File: config.mk
export PLATFORM = sky130hd
export DESIGN_NAME = trace_repeat_detector
export DESIGN_NICKNAME = d
export VERILOG_FILES = /design/src/rtl/rtd_pkg.sv /design/src/rtl/rtd_history.sv /design/src/rtl/rtd_compare.sv /design/src/rtl/rtd_counter.sv /design/src/rtl/trace_repeat_detector.sv
export SDC_FILE = /design/constraint.sdc
export NUM_CORES = 1
export LEC_CHECK = 0
export CORE_AREA = 3 3 156 82
export CTS_BUF_LIST = sky130_fd_sc_hd__clkbuf_16
export DETAILED_ROUTE_END_ITERATION = 10
export DIE_AREA = 0 0 159 85
export DONT_BUFFER_PORTS = 1
export PLACE_DENSITY_LB_ADDON = 0.12
export SLEW_MARGIN = 10
export SYNTH_ARGS = -nofsm -noshare
export SYNTH_HDL_FRONTEND = slang
export SYNTH_SLANG_ARGS = --single-unit
export TNS_END_PERCENT = 10
File: constraint.sdc
create_clock -name clk -period 8.4 [get_ports clk]
set_input_delay 2.1 -clock clk [delete_from_list [all_inputs] [get_ports clk]]
set_output_delay 2.1 -clock clk [all_outputs]
set_load 0.02 [all_outputs]
File: src/rtl/rtd_pkg.sv
// Package: shared defaults and the firing-count rule for the repeat detector.
// Assumes REPS >= 2 and k >= 1 wherever fire_count is used.
package rtd_pkg;
    localparam int DEF_ID_W = 8;
    localparam int DEF_KMAX = 4;
    localparam int DEF_REPS = 3;

    // Number of consecutive same-length matches needed for REPS copies of a k-group.
    function automatic int fire_count(input int k, input int reps);
        return (reps - 2) * k + 1;
    endfunction
endpackage

File: src/rtl/rtd_history.sv
// History window: holds the last 2*KMAX-1 accepted identifiers with valid bits.
// Presents the candidate window (arriving id plus stored entries) to the comparators.
// Assumes flush has priority over push; entry 0 is the newest.
module rtd_history #(
    parameter int ID_W = 8,
    parameter int KMAX = 4
) (
    input  logic                      clk,
    input  logic                      rst_n,
    input  logic                      flush,
    input  logic                      push,
    input  logic [ID_W-1:0]           id_in,
    output logic [2*KMAX-1:0][ID_W-1:0] cand,
    output logic [2*KMAX-1:0]         cand_vld
);
    localparam int STORE = 2 * KMAX - 1;

    logic [STORE-1:0][ID_W-1:0] hist_q;
    logic [STORE-1:0]           vld_q;

    // Shift the accepted identifier in at the newest end; clear on reset or flush.
    always_ff @(posedge clk) begin
        if (!rst_n || flush) begin
            hist_q <= '0;
            vld_q  <= '0;
        end else if (push) begin
            if (STORE > 1) begin
                hist_q <= {hist_q[STORE-2:0], id_in};
                vld_q  <= {vld_q[STORE-2:0], 1'b1};
            end else begin
                hist_q[0] <= id_in;
                vld_q[0]  <= 1'b1;
            end
        end
    end

    // Candidate window seen by the comparators: arriving id at slot 0.
    always_comb begin
        cand[0]     = id_in;
        cand_vld[0] = 1'b1;
        for (int j = 1; j < 2 * KMAX; j++) begin
            cand[j]     = hist_q[j-1];
            cand_vld[j] = vld_q[j-1];
        end
    end

    assert_flush_empty_R8: assert property (@(posedge clk) disable iff (!rst_n)
        flush |=> (vld_q == '0));

    assert_valid_prefix_R2: assert property (@(posedge clk) disable iff (!rst_n)
        ((vld_q & (vld_q + 1'b1)) == '0));
endmodule

File: src/rtl/rtd_compare.sv
// Parallel group comparators for k = 1..KMAX and a largest-match selector.
// Assumes cand[0] is the newest identifier; a length matches only if all 2k entries are valid.
module rtd_compare #(
    parameter int ID_W  = 8,
    parameter int KMAX  = 4,
    parameter int LEN_W = 3
) (
    input  logic [2*KMAX-1:0][ID_W-1:0] cand,
    input  logic [2*KMAX-1:0]           cand_vld,
    output logic [LEN_W-1:0]            best
);
    logic [KMAX-1:0] match;

    for (genvar g = 0; g < KMAX; g++) begin : g_len
        localparam int K = g + 1;
        logic m;
        // Compare newest K identifiers against the K just older, qualified by valid bits.
        always_comb begin
            m = 1'b1;
            for (int i = 0; i < 2 * K; i++) begin
                if (!cand_vld[i]) m = 1'b0;
            end
            for (int i = 0; i < K; i++) begin
                if (cand[i] != cand[i+K]) m = 1'b0;
            end
        end
        assign match[g] = m;
    end

    // Priority select: the largest matching length wins.
    always_comb begin
        best = '0;
        for (int k = 1; k <= KMAX; k++) begin
            if (match[k-1]) best = LEN_W'(k);
        end
    end
endmodule

File: src/rtl/rtd_counter.sv
// Repetition counter and event register: locks onto the selected length, counts
// consecutive matches and raises a one-cycle pulse with the group when the count is reached.
// Assumes best is the largest matching length for the identifier offered this cycle.
module rtd_counter #(
    parameter int ID_W  = 8,
    parameter int KMAX  = 4,
    parameter int REPS  = 3,
    parameter int LEN_W = 3
) (
    input  logic                      clk,
    input  logic                      rst_n,
    input  logic                      flush,
    input  logic                      push,
    input  logic [LEN_W-1:0]          best,
    input  logic [KMAX-1:0][ID_W-1:0] window,
    output logic                      vec_pulse,
    output logic [LEN_W-1:0]          vec_len,
    output logic [KMAX*ID_W-1:0]      vec_ids
);
    localparam int MAX_NEED = rtd_pkg::fire_count(KMAX, REPS);
    localparam int RUN_W    = $clog2(MAX_NEED + 1);

    logic [LEN_W-1:0]     lock_q;
    logic [RUN_W-1:0]     run_q, run_nx, need;
    logic                 fire;
    logic [KMAX*ID_W-1:0] ids_nx;

    // Next count and firing decision for the identifier offered this cycle.
    always_comb begin
        if (best == '0)        run_nx = '0;
        else if (best != lock_q) run_nx = RUN_W'(1);
        else                   run_nx = run_q + 1'b1;
        need = RUN_W'(rtd_pkg::fire_count(int'(best), REPS));
        fire = (best != '0) && (run_nx == need);
    end

    // Group identifiers for the event: slots below the length, zero above.
    always_comb begin
        for (int j = 0; j < KMAX; j++) begin
            ids_nx[j*ID_W +: ID_W] = (j < int'(best)) ? window[j] : '0;
        end
    end

    // State and output register: reset/flush clear, push updates, idle holds count.
    always_ff @(posedge clk) begin
        if (!rst_n || flush) begin
            lock_q    <= '0;
            run_q     <= '0;
            vec_pulse <= 1'b0;
            vec_len   <= '0;
            vec_ids   <= '0;
        end else if (push) begin
            lock_q    <= best;
            run_q     <= fire ? '0 : run_nx;
            vec_pulse <= fire;
            vec_len   <= fire ? best : '0;
            vec_ids   <= fire ? ids_nx : '0;
        end else begin
            vec_pulse <= 1'b0;
            vec_len   <= '0;
            vec_ids   <= '0;
        end
    end

    assert_pulse_single_R7: assert property (@(posedge clk) disable iff (!rst_n)
        vec_pulse |=> !vec_pulse);

    assert_len_range_R3: assert property (@(posedge clk) disable iff (!rst_n)
        vec_pulse |-> (vec_len != '0 && int'(vec_len) <= KMAX));

    assert_idle_quiet_R7: assert property (@(posedge clk) disable iff (!rst_n)
        !vec_pulse |-> (vec_len == '0 && vec_ids == '0));

    assert_count_cleared_R6: assert property (@(posedge clk) disable iff (!rst_n)
        vec_pulse |-> (run_q == '0));

    assert_flush_clears_R8: assert property (@(posedge clk) disable iff (!rst_n)
        flush |=> (!vec_pulse && run_q == '0 && lock_q == '0));

    assert_idle_hold_R9: assert property (@(posedge clk) disable iff (!rst_n)
        (!push && !flush) |=> ($stable(run_q) && $stable(lock_q) && !vec_pulse));
endmodule

File: src/rtl/trace_repeat_detector.sv
// Top: detects a repeating group of trace identifiers and raises a vectorize event
// once the group has been seen REPS times in a row. Assumes KMAX >= 1 and REPS >= 2.
module trace_repeat_detector #(
    parameter int ID_W = rtd_pkg::DEF_ID_W,
    parameter int KMAX = rtd_pkg::DEF_KMAX,
    parameter int REPS = rtd_pkg::DEF_REPS,
    localparam int LEN_W = $clog2(KMAX + 1)
) (
    input  logic                 clk,
    input  logic                 rst_n,
    input  logic                 flush,
    input  logic                 in_valid,
    input  logic [ID_W-1:0]      in_id,
    output logic                 vec_pulse,
    output logic [LEN_W-1:0]     vec_len,
    output logic [KMAX*ID_W-1:0] vec_ids
);
    logic [2*KMAX-1:0][ID_W-1:0] cand;
    logic [2*KMAX-1:0]           cand_vld;
    logic [LEN_W-1:0]            best;
    logic                        push;

    // Flush drops any identifier offered in the same cycle.
    assign push = in_valid && !flush;

    rtd_history #(.ID_W(ID_W), .KMAX(KMAX)) u_hist (
        .clk(clk), .rst_n(rst_n), .flush(flush), .push(push), .id_in(in_id),
        .cand(cand), .cand_vld(cand_vld)
    );

    rtd_compare #(.ID_W(ID_W), .KMAX(KMAX), .LEN_W(LEN_W)) u_cmp (
        .cand(cand), .cand_vld(cand_vld), .best(best)
    );

    rtd_counter #(.ID_W(ID_W), .KMAX(KMAX), .REPS(REPS), .LEN_W(LEN_W)) u_cnt (
        .clk(clk), .rst_n(rst_n), .flush(flush), .push(push), .best(best),
        .window(cand[KMAX-1:0]),
        .vec_pulse(vec_pulse), .vec_len(vec_len), .vec_ids(vec_ids)
    );
endmodule

# Word-level counts from Yosys, hierarchy flattened
# Index checks and enable logic that the tools add are counted.
[classes]
n_addsub = 2
order_cmp = 4
eq_ne = 12
n_mux = 24
n_bitwise = 6
reduce_logical = 13
[op_table]
columns = ["op", "count"]
rows = [
  ["$ne A8 B8 Y1", 10],
  ["$mux W1", 18],
  ["$reduce_or A4 Y1", 4],
  ["$mux W3", 4],
  ["$add A3 B1 Y3 const B", 2],
  ["$lt A1 B3 Y1 const A", 2],
  ["$lt A2 B3 Y1 const A", 2],
  ["$not A1 Y1", 6],
  ["$mux W2", 2],
  ["$eq A3 B3 Y1", 1],
  ["$logic_not A3 Y1", 1],
  ["$ne A3 B3 Y1", 1],
  ["$reduce_bool A3 Y1", 1],
  ["$reduce_or A3 Y1", 1],
  ["$logic_and A1 B1 Y1", 2],
  ["$logic_not A1 Y1", 2],
  ["$reduce_or A2 Y1", 1],
  ["$logic_or A1 B1 Y1", 1],
]
[word_totals]
regBits = 105
inputBits = 12
out_inout_bits = 36
word_cells = 77

# Logic depth before layout (Yosys ltp)
[logic_depth]
depth_word = 19
depth_mapped = 14
mapped_depth_nobuf = 12

# Hierarchy
# From an unflattened synthesis, not the netlist that was laid out.
[hier_totals]
cells_unflattened = 470
hier_area_um2 = 4890.9
[by_module_without_submodules]
columns = ["module", "n_inst", "cells_each", "area_per_inst_um2", "seq_area_each_um2"]
rows = [
  ["rtd_history", 1, 214, 2366.0, 1261.2],
  ["rtd_counter", 1, 135, 1537.7, 840.8],
  ["rtd_compare", 1, 120, 973.4, 0.0],
  ["trace_repeat_detector", 1, 1, 13.8, 0.0],
]

# Worst setup path after synthesis
# No wires, ideal clock.
[synth_path]
path_type = "input port to flip-flop"
from = "in in_id[4]"
to = "reg u_cnt.vec_ids[10]"
setup_time_ns = 0.073
arrival_time_ns = 5.089
required_ns = 8.327
setup_slack_ns = 3.238
path_stages = 14
path_buffers = 2
cell_sequence = "clkbuf_1 xnor2_1 nand4b_1 or4_4 nor2_1 or2_2 nand2_1 ha_1 or4_1 a21oi_1 o211a_4 nand4_4 buf_6 nor3b_2"
[synth_via]
elab_chain_cells = 13
word_cells_on_any_way = 30
cone_classes = "1 x add/sub; 1 x order compare; 6 x eq/ne; 16 x mux; 2 x bitwise; 4 x reduce/logical"
[synth_rtl]
columns = ["element", "line_no", "source"]
rows = [
  ["start: declaration", "trace_repeat_detector.sv:13", "input logic [ID_W-1:0] in_id,"],
  ["$ne A8 B8 Y1", "rtd_compare.sv:24", "if (cand[i] != cand[i+K]) m = 1'b0;"],
  ["$mux W1", "rtd_compare.sv:24", ""],
  ["$mux W1 (on tied branches)", "rtd_compare.sv:34, rtd_compare.sv:24", ""],
  ["$mux W2 or $mux W1 (tied branches) (2 in series)", "rtd_compare.sv:34, rtd_compare.sv:24", ""],
  ["$mux W3 (*)", "rtd_compare.sv:34", "if (match[k-1]) best = LEN_W'(k);"],
  ["$ne A3 B3 Y1", "rtd_counter.sv:31", "else if (best != lock_q) run_nx = RUN_W'(1);"],
  ["$mux W3", "rtd_counter.sv:31", ""],
  ["$mux W3", "rtd_counter.sv:30", "if (best == '0) run_nx = '0;"],
  ["$eq A3 B3 Y1", "rtd_counter.sv:34", "fire = (best != '0) && (run_nx == need);"],
  ["$logic_and A1 B1 Y1", "rtd_counter.sv:34", ""],
  ["$not A1 Y1 (no source line)", "-", ""],
  ["$reduce_or A4 Y1 (no source line) (*)", "-", ""],
  ["end signal: assignment", "rtd_counter.sv:57", "vec_ids <= fire ? ids_nx : '0;"],
  ["end: declaration", "rtd_counter.sv:18", "output logic [KMAX*ID_W-1:0] vec_ids"],
]
# Every way passes the cells marked *; elsewhere a longest branch is shown, timed or not.
# A chain may end at the register's enable or synchronous reset.

# Final worst setup path
[layout_path]
from = "in in_id[6]"
to = "reg u_cnt.vec_ids[2]"
# Same word-level chain as after synthesis.

==> summary.txt <==
Status
  – Status: complete, no violations

Setup path
  – Reg2reg setup slack: approximately 4.4 ns
  – Crit start category: input pin
  – Worst path max stage delay: about 0.63 ns
  – CP endpoint kind: register
  – Worst Reg-to-Reg Cells: 11
  – Reg2reg start: u_hist.cand[28]
  – Slowest cell on the critical path: or3_1
  – Crit path kind: input pin to register
  – Critical Path RT: 8.67 ns
  – CP most frequent cell: o21ai_0
  – Worst path cell trace: xor2_1, nor4_1, nand3_1, or3_1, o21ai_0, ha_1, o21ai_0, o211a_4, nand4_4, nor3b_1
  – Reg2reg end: u_cnt.vec_ids[2]
  – Crit path DAT: 5.35 ns
  – CP max FO: 28

Floorplan
  – Core Footprint: 11,600 sq um
  – Die footprint: 13,500 sq um
  – Die height: 85 microns
  – Horiz. Die Dim: 159 microns
  – Num ports: between 40 and 50
  – Initial core utilization: 0.444
  – Site Rows: 28

STA
  – Worst Skew: 0.0105 ns
  – Final critical-path required period: 5.08 ns
  – Final hold vios: 0
  – Unrepaired setup endpoints after global routing: false
  – Least-Margin Pin Slew: 1.08 ns
  – WHS: 0.502 ns
  – Max-slew violation count: 0
  – Relative slew slack: 0.275
  – Fmax: 0.197 GHz
  – Final critical-path share of the clock period: 0.605
  – Setup TNS: 0 ns
  – Setup violators final: 0

Final layout
  – Antenna diodes: 0
  – Final #Nets: 536
  – Final core occ: 0.469
  – Non-filler cells, final: 692
  – Most frequent cells in the layout: 105 x dfxtp_1, 84 x nor2_1, 62 x mux2i_1
  – Share of layout cells above drive strength 1: 0.0702
  – Commonest non-fill, non-tap cell in the layout: dfxtp_1
  – Fill count: approximately 1,100
  – P&R area growth vs syn: 5.67%

Worst hold path
  – Hold_sp: u_hist.vld_q[6]
  – Hold Crit Depth: 2
  – Hold Crit Class: register to register
  – WHS Endpoint: u_hist.vld_q[6]

Power
  – Max VDD drop: 0.101 mV
  – LEAKAGE: ~2.2 nW
  – Tot Pwr: 0.984 mW
  – Power Density: 180 nW/um^2

CTS
  – CTS root buf: clkbuf_16
  – Resized Gates After CTS: 0
  – # hold bufs at CTS: 0
  – Clock tree from TritonCTS: built
  – CTS Buffer Depth: 2
  – Setup bufs post-CTS: 0
  – H-tree depth: 3
  – Clk_lat worst skew: 0.35 ns
  – CTS buffer count: 9
  – Reg clk slew, reported paths: 0.08 ns
  – Clock Sinks: 105

Detailed routing
  – Vias: 3,746
  – Drt first pass iters: 6
  – Final WL: 13,400 microns
  – Post-route DRC: 0
  – Remaining antenna violation count: 0
  – WL per Instance: 19.4 microns
  – Via density per instance: between 5 and 6
  – Drt initial violations: 338

GRT
  – GRT Resource Usage Total: 0.203
  – Largest net degree at the start of global routing: 69
  – GR Overflow Total: 0
  – First-pass GRT wire length: 21,100 microns
  – Number of global-route vias before repair: 3,562
  – Antenna violations before repair: 0

Synthesis
  – Mapped Cells: 563
  – Yosys cell types: 52
  – Synth Net Count: around 580
  – Sequential area share after synthesis: 0.407
  – Mapped Area: 5160 sq um
  – Synth Area per Inst: around 9.2 sq um
  – Number of synthesized register bits: 105
  – Synth warn: 0

Place
  – Placed Instances: 676
  – IO buf count: 0
  – DP HPWL: 9580 microns
  – Gpl congestion: 0.941

Job
  – Max Cap Viol: 0
cells by family after synthesis:
family                     share of synthesized area
and+or+nand+nor                                0.220
DFF                                            0.407
xor gates and xnor gates                       0.146
buffers and inverters                         0.0557
muxes                                          0.120
AOI/OAI and AO/OA                             0.0465
adders and majority gates                    0.00485
through the flow:
stage	cell area, sq um	worst slack (ns)
detailed placement	5150	2.95
global placement	5150	3.00
finish	5460	3.32
global route	5460	3.07
floorplan	5160	3.24
CTS	5460	3.33
state kept, by name (all words and copies together), names as in the netlist:
register / cells
u_hist.cand: 56
u_cnt.run_q: 3
u_cnt.vec_len: 3
u_cnt.vec_ids: 32
u_hist.vld_q: 7
u_cnt.vec_pulse: 1
u_cnt.lock_q: 3
area by class of cell:
| type | instances | area [sq um] | share of cell area |
|---|---|---|---|
| clock buffers | 9 | 225 | 0.0413 |
| repair buffers | 1 | 7.51 | 0.00138 |
| multi-input cells | 390 | 2780 | 0.509 |
| inverters | 15 | 56.3 | 0.0103 |
| clock inverters | 7 | 82.6 | 0.0151 |
| well taps | 165 | 206 | 0.0378 |
| flip-flops and latches | 105 | 2100 | 0.385 |
worst max-delay path by stage:
| stage | start | endpoint | slack [ns] | cells past startpoint |
|---|---|---|---|---|
| 6_report | in_id[6] | u_cnt.vec_ids[2] | 3.32 | 10 |
| 3_5_place_dp | in_id[2] | u_cnt.vec_ids[27] | 2.95 | 12 |
| 5_1_grt | in_id[7] | u_cnt.vec_ids[2] | 3.07 | 12 |
| 2_1_floorplan | in_id[4] | u_cnt.vec_ids[10] | 3.24 | 14 |
| 4_1_cts | in_id[2] | u_cnt.vec_ids[27] | 3.33 | 12 |
| 3_3_place_gp | in_id[5] | u_cnt.vec_ids[0] | 3.00 | 12 |
layer usage:
metal	part of all wire	vias up	global-route usage
met5	0	-	0
met4	0.011	0	0.0492
met3	0.066	11	0.0527
met2	0.42	110	0.302
met1	0.50	1809	0.295
li1	-	1816	-
Yosys cell counts, drive strengths merged:
library cell | n | area, sq um
nand3 | 13 | 65.1
nand2b | 1 | 6.26
ha | 2 | 25.0
a211oi | 1 | 7.51
a211o | 2 | 17.5
or2 | 5 | 31.3
o211a | 1 | 17.5
nand4b | 1 | 8.76
xor2 | 49 | 429
nor3 | 17 | 95.1
nor4b | 1 | 8.76
mux2i | 62 | 621
nor2 | 84 | 315
xnor2 | 37 | 324
nor3b | 17 | 168
o31ai | 1 | 7.51
or4 | 3 | 26.3
a41oi | 2 | 25.0
nor2b | 2 | 12.5
o211ai | 4 | 30.0
and2 | 10 | 62.6
and3 | 2 | 12.5
nor4 | 19 | 134
nand4 | 15 | 109
o21a | 2 | 15.0
a21o | 1 | 7.51
buf | 21 | 111
nand2 | 14 | 52.6
a21oi | 6 | 30.0
nand3b | 1 | 7.51
a21bo | 1 | 10.0
o41ai | 1 | 8.76
inv | 15 | 56.3
clkbuf | 32 | 120
a22oi | 1 | 7.51
dfxtp | 105 | 2100
or3 | 3 | 18.8
o21ai | 6 | 30.0
a21boi | 1 | 7.51
o2111ai | 1 | 8.76
a32o | 1 | 10.0
power breakdown:
group	internal [mW]	leakage, nW	switching [mW]
registers	0.499	0.846	0.00653
clock network	0.237	0.145	0.201
logic	0.0216	1.20	0.0195
total	0.757	2.19	0.227
worst max-delay path, delay by kind of cell:
kind | cells | cell delay, ns
xor+xnor | 1 | 0.15
fa+ha+maj | 1 | 0.35
simple gates | 5 | 2.08
compound gates | 3 | 0.65
Power figures use the tool's default switching activity.
